--- src/rtl/failacc_pkg.sv ---
package failacc_pkg;
  localparam int CTRL_ADDR  = 0;
  localparam int FLAG_ADDR  = 1;
  localparam int COUNT_ADDR = 2;

  localparam int MASK_BIT  = 0;
  localparam int BUMP_BIT  = 1;
  localparam int CLEAR_BIT = 2;

  typedef struct packed {
    logic recordFail;
    logic bumpCount;
    logic clearFlag;
  } accStrobes_t;
endpackage

--- src/rtl/fail_acc_ctrl.sv ---
module fail_acc_ctrl
  import failacc_pkg::*;
#(
  parameter int ADDR_W = 2
) (
  input  logic              clk,
  input  logic              rstN,
  input  logic              failIn,
  input  logic              failMaskIn,
  input  logic              wrEn,
  input  logic [ADDR_W-1:0] wrAddr,
  input  logic [2:0]        wrBits,
  output logic              staticMask,
  output accStrobes_t       strobes
);
  logic wrCtrl;
  logic bumpPend;
  logic clearPend;

  assign wrCtrl = wrEn && (wrAddr == ADDR_W'(CTRL_ADDR));

  always_ff @(posedge clk) begin
    if (!rstN) begin
      staticMask <= 1'b0;
      bumpPend   <= 1'b0;
      clearPend  <= 1'b0;
    end else begin
      bumpPend  <= wrCtrl && wrBits[BUMP_BIT];
      clearPend <= wrCtrl && wrBits[CLEAR_BIT];
      if (wrCtrl) staticMask <= wrBits[MASK_BIT];
    end
  end

  always_comb begin
    strobes.recordFail = failIn && !failMaskIn && !staticMask;
    strobes.bumpCount  = bumpPend;
    strobes.clearFlag  = clearPend;
  end

  // an increment strobe exists only after a write of 1 to the bump bit
  assert_bump_from_write_R5: assert property (@(posedge clk) disable iff (!rstN)
    strobes.bumpCount |-> $past(wrEn && (wrAddr == ADDR_W'(CTRL_ADDR)) && wrBits[BUMP_BIT]));

  // a control write with bump bit 0 never yields a strobe next cycle
  assert_zero_write_R6: assert property (@(posedge clk) disable iff (!rstN)
    (wrEn && (wrAddr == ADDR_W'(CTRL_ADDR)) && !wrBits[BUMP_BIT]) |=> !strobes.bumpCount);
endmodule

--- src/rtl/fail_acc_datapath.sv ---
module fail_acc_datapath
  import failacc_pkg::*;
#(
  parameter int CNT_W = 16
) (
  input  logic             clk,
  input  logic             rstN,
  input  accStrobes_t      strobes,
  output logic             failFlag,
  output logic [CNT_W-1:0] failCount
);
  localparam logic [CNT_W-1:0] CNT_MAX = {CNT_W{1'b1}};

  logic [1:0]     stepSize;
  logic [CNT_W:0] sumWide;

  always_comb begin
    stepSize = {1'b0, strobes.recordFail} + {1'b0, strobes.bumpCount};
    sumWide  = {1'b0, failCount} + {{(CNT_W-1){1'b0}}, stepSize};
  end

  always_ff @(posedge clk) begin
    if (!rstN) begin
      failFlag  <= 1'b0;
      failCount <= '0;
    end else begin
      if (strobes.recordFail)     failFlag <= 1'b1;
      else if (strobes.clearFlag) failFlag <= 1'b0;
      failCount <= sumWide[CNT_W] ? CNT_MAX : sumWide[CNT_W-1:0];
    end
  end

  // the count never goes down
  assert_no_wrap_R8: assert property (@(posedge clk) disable iff (!rstN)
    failCount >= $past(failCount));

  // once full, the count holds
  assert_sat_hold_R8: assert property (@(posedge clk) disable iff (!rstN)
    failCount == CNT_MAX |=> failCount == CNT_MAX);

  // no more than two steps per clock
  assert_max_step_R7: assert property (@(posedge clk) disable iff (!rstN)
    (failCount - $past(failCount)) <= CNT_W'(2));

  // flag stays set unless a clear strobe arrives
  assert_flag_sticky_R9: assert property (@(posedge clk) disable iff (!rstN)
    (failFlag && !strobes.clearFlag) |=> failFlag);
endmodule

--- src/rtl/fail_accum_channel.sv ---
module fail_accum_channel
  import failacc_pkg::*;
#(
  parameter int CNT_W  = 16,
  parameter int ADDR_W = 2,
  parameter int DATA_W = 16
) (
  input  logic              clk,
  input  logic              rstN,
  input  logic              failIn,
  input  logic              failMaskIn,
  input  logic              regWrEn,
  input  logic [ADDR_W-1:0] regWrAddr,
  input  logic [DATA_W-1:0] regWrData,
  input  logic [ADDR_W-1:0] regRdAddr,
  output logic [DATA_W-1:0] regRdData
);
  accStrobes_t      strobes;
  logic             staticMask;
  logic             failFlag;
  logic [CNT_W-1:0] failCount;
  logic             unusedWrBits;

  assign unusedWrBits = ^regWrData[DATA_W-1:3];

  fail_acc_ctrl #(.ADDR_W(ADDR_W)) u_ctrl (
    .clk       (clk),
    .rstN      (rstN),
    .failIn    (failIn),
    .failMaskIn(failMaskIn),
    .wrEn      (regWrEn),
    .wrAddr    (regWrAddr),
    .wrBits    (regWrData[2:0]),
    .staticMask(staticMask),
    .strobes   (strobes)
  );

  fail_acc_datapath #(.CNT_W(CNT_W)) u_dp (
    .clk      (clk),
    .rstN     (rstN),
    .strobes  (strobes),
    .failFlag (failFlag),
    .failCount(failCount)
  );

  always_comb begin
    regRdData = '0;
    if (regRdAddr == ADDR_W'(CTRL_ADDR))       regRdData[0] = staticMask;
    else if (regRdAddr == ADDR_W'(FLAG_ADDR))  regRdData[0] = failFlag;
    else if (regRdAddr == ADDR_W'(COUNT_ADDR)) regRdData[CNT_W-1:0] = failCount;
  end

  // masked failure without software bump leaves the count alone
  assert_cycle_mask_R3: assert property (@(posedge clk) disable iff (!rstN)
    (failMaskIn && !strobes.bumpCount) |=> $stable(failCount));

  // static mask blocks failures from setting the flag
  assert_static_mask_R4: assert property (@(posedge clk) disable iff (!rstN)
    (staticMask && failIn && !failFlag) |=> !failFlag);

  // unmasked failure sets the flag on the next cycle
  assert_record_R2: assert property (@(posedge clk) disable iff (!rstN)
    (failIn && !failMaskIn && !staticMask) |=> failFlag);
endmodule

--- config.mk ---
export PLATFORM = sky130hd
export DESIGN_NAME = fail_accum_channel
export DESIGN_NICKNAME = d
export VERILOG_FILES = /design/src/rtl/failacc_pkg.sv /design/src/rtl/fail_acc_ctrl.sv /design/src/rtl/fail_acc_datapath.sv /design/src/rtl/fail_accum_channel.sv
export SDC_FILE = /design/constraint.sdc
export NUM_CORES = 1
export LEC_CHECK = 0
export ABC_AREA = 1
export BUFFER_PORTS_ARGS = -buffer_cell sky130_fd_sc_hd__buf_2
export CORE_MARGIN = 5
export CORE_UTILIZATION = 40
export CTS_CLUSTER_SIZE = 14
export DETAILED_ROUTE_END_ITERATION = 10
export GPL_TIMING_DRIVEN = 1
export PLACE_DENSITY_LB_ADDON = 0.1
export SLEW_MARGIN = 20
export SYNTH_ARGS = -nofsm -noshare
export SYNTH_HDL_FRONTEND = slang
export SYNTH_HIERARCHICAL = 1
export SYNTH_SLANG_ARGS = --single-unit
--- constraint.sdc ---
create_clock -name clk -period 6.6 [get_ports clk]
set_input_delay 1.98 -clock clk [delete_from_list [all_inputs] [get_ports clk]]
set_output_delay 1.98 -clock clk [all_outputs]
set_load 0.02 [all_outputs]
# [After elaboration in Yosys (flattened, before gate mapping)]
# Index checks and enable logic that the tools add are counted.
[classes] div_mod_pow=0 mux=8 mul=0 shift=0 reduce_logical=10 n_eq_ne=2 addsub=2 bitwise=0 magnitude_cmp=0
[ops] op="$mux 16" count=2
[ops] op="$mux 15" count=2
[ops] op="$add 16x2->17" count=1
[ops] op="$logic_and 1x1->1" count=5
[ops] op="$logic_not 2->1" count=2
[ops] op="$mux 1" count=4
[ops] op="$add 1x1->2" count=1
[ops] op="$eq 2x1->1 const B" count=1
[ops] op="$eq 2x2->1 const B" count=1
[ops] op="$logic_not 1->1" count=2
[ops] op="$reduce_bool 2->1" count=1
[word_totals] mem_bits_rw=0 regBits=20 output_inout_bits=16 latchBits=0 memories=0 input_bits=25 mem_bits_ro=0

# [Longest topological paths before layout]
[depth] word_depth=6 depth_mapped=13 depth_no_buf=13

# [Cells and area by module]
# The synthesis kept the hierarchy.
[by_module_without_submodules] module="fail_acc_datapath" seq_area_each_um2=340.3 cells_per_inst=134 area_per_inst_um2=957.2 n_inst=1
[by_module_without_submodules] module="fail_accum_channel" seq_area_each_um2=0.0 cells_per_inst=38 area_per_inst_um2=192.7 n_inst=1
[by_module_without_submodules] module="fail_acc_ctrl" seq_area_each_um2=60.1 cells_per_inst=17 area_per_inst_um2=133.9 n_inst=1

# [Least setup slack after synthesis]
# Ideal clock, no wire load.
[synth_timing] path_type="input to output" startpoint="input port regRdAddr[0]" endpoint="output port regRdData[10]" slack_ps=2175 arrival_ps=2445 stages=4 required_time_ps=4620 path_cell_list="inv_2 -> nand2_4 -> buf_6 -> nor2_2"
[synth_via] elab_chain_cells=4
[synth_rtl] item="start: declaration" line_no="fail_accum_channel.sv:15" text="input logic [ADDR_W-1:0] regRdAddr,"
[synth_rtl] item="$eq 2x2->1" line_no="fail_accum_channel.sv:50" text="else if (regRdAddr == ADDR_W'(COUNT_ADDR)) regRdData[CNT_W-1:0] = failCount;"
[synth_rtl] item="$mux 16" line_no="fail_accum_channel.sv:50"
[synth_rtl] item="$mux 15" line_no="fail_accum_channel.sv:49" text="else if (regRdAddr == ADDR_W'(FLAG_ADDR)) regRdData[0] = failFlag;"
[synth_rtl] item="$mux 15 (*)" line_no="fail_accum_channel.sv:48" text="if (regRdAddr == ADDR_W'(CTRL_ADDR)) regRdData[0] = staticMask;"
[synth_rtl] item="end: declaration" line_no="fail_accum_channel.sv:16" text="output logic [DATA_W-1:0] regRdData"
# Mark *: on every way between the ends. The rest lies on a longest branch, timed or not.

# [Worst setup path after layout]
[layout_timing] startpoint="input port regRdAddr[0]" endpoint="output port regRdData[4]"
# Same word-level chain as after synthesis.

==> results.sh <==
export IMPL_status="finished, final reports clean"
export IMPL_fin_nets=244
export IMPL_worst_hold_slack_ps=468.2
export IMPL_p_leak_nw=0.6978
export IMPL_period_share_pct=69.86
export IMPL_cts_root_buf="clkbuf_4"
export IMPL_stdcell_count=260
export IMPL_num_rows=20
export IMPL_peakVddDrop_mv=0.04892
export IMPL_grt_max_degree=16
export IMPL_wire_per_inst_um=10.88
export IMPL_hold_viol=0
export IMPL_maxSlewHeadroom_pct=74.37
export IMPL_final_area_um2=1480
export IMPL_firstDrtPassIters=4
export IMPL_power_internal_uw=162.5
export IMPL_gp_congestion=0.7847
export IMPL_synth_seq_cells=20
export IMPL_tritoncts="done"
export IMPL_drc=0
export IMPL_cp_end_kind="primary output"
export IMPL_io_buffers=27
export IMPL_dpl_worst_slack_ps=1967
export IMPL_grtUsageTotal_pct=14.06
export IMPL_cp_required_ps=4620
export IMPL_clk_pin_slew_ps=120
export IMPL_seqPwrFrac_pct=57.2
export IMPL_start_util_pct=41.71
export IMPL_ys_warnings_count=6
export IMPL_cts_resized=0
export IMPL_initialDrtViolationCount=57
export IMPL_rsz0062_at_grt="no"
export IMPL_synthToLayoutAreaGrowth_pct=15.30
export IMPL_worst_setup_path_type="in -> out"
export IMPL_drv_slew=0
export IMPL_netlist_instances=189
export IMPL_p_sw_share_pct=24.98
export IMPL_min_period_ps=4611
export IMPL_dr_total_vias=1163
export IMPL_worst_pin_slew_ps=384.1
export IMPL_cts_setup_buffers=0
export IMPL_die_y_um=66.65
export IMPL_fill_cells=346
export IMPL_ios=41
export IMPL_first_global_vias=1085
export IMPL_syn_area_per_cell_um2=6.792
export IMPL_yosys_cell_types_count=26
export IMPL_fp_dieW_um=66.65
export IMPL_tns_ps=0
export IMPL_htree_levels=1
export IMPL_combPwrFrac_pct=7.8
export IMPL_drive_gt1_share_pct=26.85
export IMPL_clock_sinks=20
export IMPL_fmax_mhz=216.9
export IMPL_crit_fanout=15
export IMPL_maxCapViolCount=0
export IMPL_grt_pass1_wl_um=4823
export IMPL_drt_wl_total_um=2830
export IMPL_core_um2=3078
export IMPL_dp_cells=256
export IMPL_hold_buffers=0
export IMPL_n_antenna_cell=0
export IMPL_yosysSeqAreaShare_pct=31.19
export IMPL_power_density_nw_per_um2=146.3
export IMPL_clock_skew_ps=3.860
export IMPL_syn_nets=216
export IMPL_cp_arrival_ps=2630
export IMPL_viasPerCell=4.473
export IMPL_cts_buffer_depth=2
export IMPL_setup_ws_ps=1989
export IMPL_placed_cell_area_um2=1444
export IMPL_hpwl_um=2119
export IMPL_clkPwrFrac_pct=35.0
export IMPL_ant_nets=0
export IMPL_cts_made_buffers=3
export IMPL_finalSetupViolCount=0
export IMPL_dieArea_um2=4442
export IMPL_clkLatencyLatePin_ps=310
export IMPL_overflow=0
export IMPL_p_sw_uw=54.11
export IMPL_start_kind="input port"
export IMPL_netlist_area_um2=1284
export IMPL_antenna_found_initial=0
export IMPL_holdCritPathClass="reg -> reg"
synth_stat cells:
cell	instances	area [um2]
ha_1	1	12.51
clkbuf_1	1	3.750
a21oi_1	11	55.05
buf_6	1	11.26
nand2_2	2	12.51
nand3_1	17	85.08
nand4_1	2	12.51
inv_1	41	153.9
xnor2_1	2	17.52
nand2_1	31	116.4
nor2_4	6	67.56
nor2_2	9	56.30
nor2_1	18	67.56
xor2_1	5	43.79
a21oi_2	1	8.760
o21ai_0	3	15.01
nand2_4	4	45.04
nand3_2	2	20.02
nor3b_1	1	7.510
inv_2	3	11.26
buf_4	2	15.01
o21ai_1	2	10.01
o21bai_1	1	7.510
clkinv_1	2	7.510
dfxtp_1	20	400.4
fa_1	1	20.02
stage by stage:
step,total power [mW],util [%]
2_1_floorplan,0.1370,-
3_3_place_gp,0.1431,46.91
3_5_place_dp,0.1437,46.91
4_1_cts,0.2192,48.09
5_1_grt,0.2267,48.09
6_report,0.2166,48.09
layout make-up:
cell class | count | area, um2 | share of cell area, %
multi-input cells | 119 | 680.7 | 45.98
flip-flops and latches | 20 | 400.4 | 27.05
inverters | 46 | 172.7 | 11.67
repair buffers | 27 | 135.1 | 9.129
well taps | 44 | 55.05 | 3.719
clock buffers | 4 | 36.28 | 2.451
cells by family after synthesis:
group	synth area share, %
AND/OR/NAND/NOR	38.21
buffers and inverters	15.79
flip-flops	31.19
AO/OA/AOI/OAI	7.505
XOR/XNOR	4.776
adder cells (fa/ha/maj)	2.534
power groups by stage:
stage	clock, mW	sequential, mW	combinational [mW]
global route	0.0830	0.124	0.0194
detailed placement	0	0.127	0.0171
floorplan	0	0.126	0.0106
CTS	0.0781	0.124	0.0171
finish	0.0759	0.124	0.0168
global placement	0	0.127	0.0164
critical path, cell delays in order:
cell and delay [ps]:
buf_2 110, inv_2 80, nand2_4 160, nor2_1 130
buf_2 170
layout by cell type (no fill, tap or decap), types with 4 or more instances in the layout:
| cell | Yosys | final |
|---|---|---|
| a21oi_1 | 11 | 11 |
| buf_2 | 0 | 27 |
| dfxtp_1 | 20 | 20 |
| inv_1 | 41 | 41 |
| nand2_1 | 31 | 31 |
| nand2_4 | 4 | 4 |
| nand3_1 | 17 | 17 |
| nor2_1 | 18 | 18 |
| nor2_2 | 9 | 9 |
| nor2_4 | 6 | 6 |
| xor2_1 | 5 | 5 |
state kept, by name, summed over array words and instances (netlist names):
| name | cells |
|---|---|
| u_ctrl/clearPend | 1 |
| u_dp/failFlag | 1 |
| u_ctrl/staticMask | 1 |
| u_dp/failCount | 16 |
| u_ctrl/bumpPend | 1 |
path summary, 6_finish.rpt:
check               startpoint            endpoint  slack, ps  cells past startpoint
min              u_dp/failFlag       u_dp/failFlag        470                      2
min reg2reg      u_dp/failFlag       u_dp/failFlag        470                      2
max reg2reg  u_ctrl/staticMask  u_dp/failCount[14]       4420                     12
max               regRdAddr[0]        regRdData[4]       1990                      5
metal layers:
| metal | up-vias | share of wire [%] | GRT usage [%] |
|---|---|---|---|
| li1 | 617 | - | - |
| met1 | 527 | 48 | 18.10 |
| met2 | 15 | 47 | 23.02 |
| met3 | 4 | 3.4 | 2.192 |
| met4 | 0 | 1.6 | 6.091 |
| met5 | - | 0 | 0 |
(Power assumes the default switching activity.)
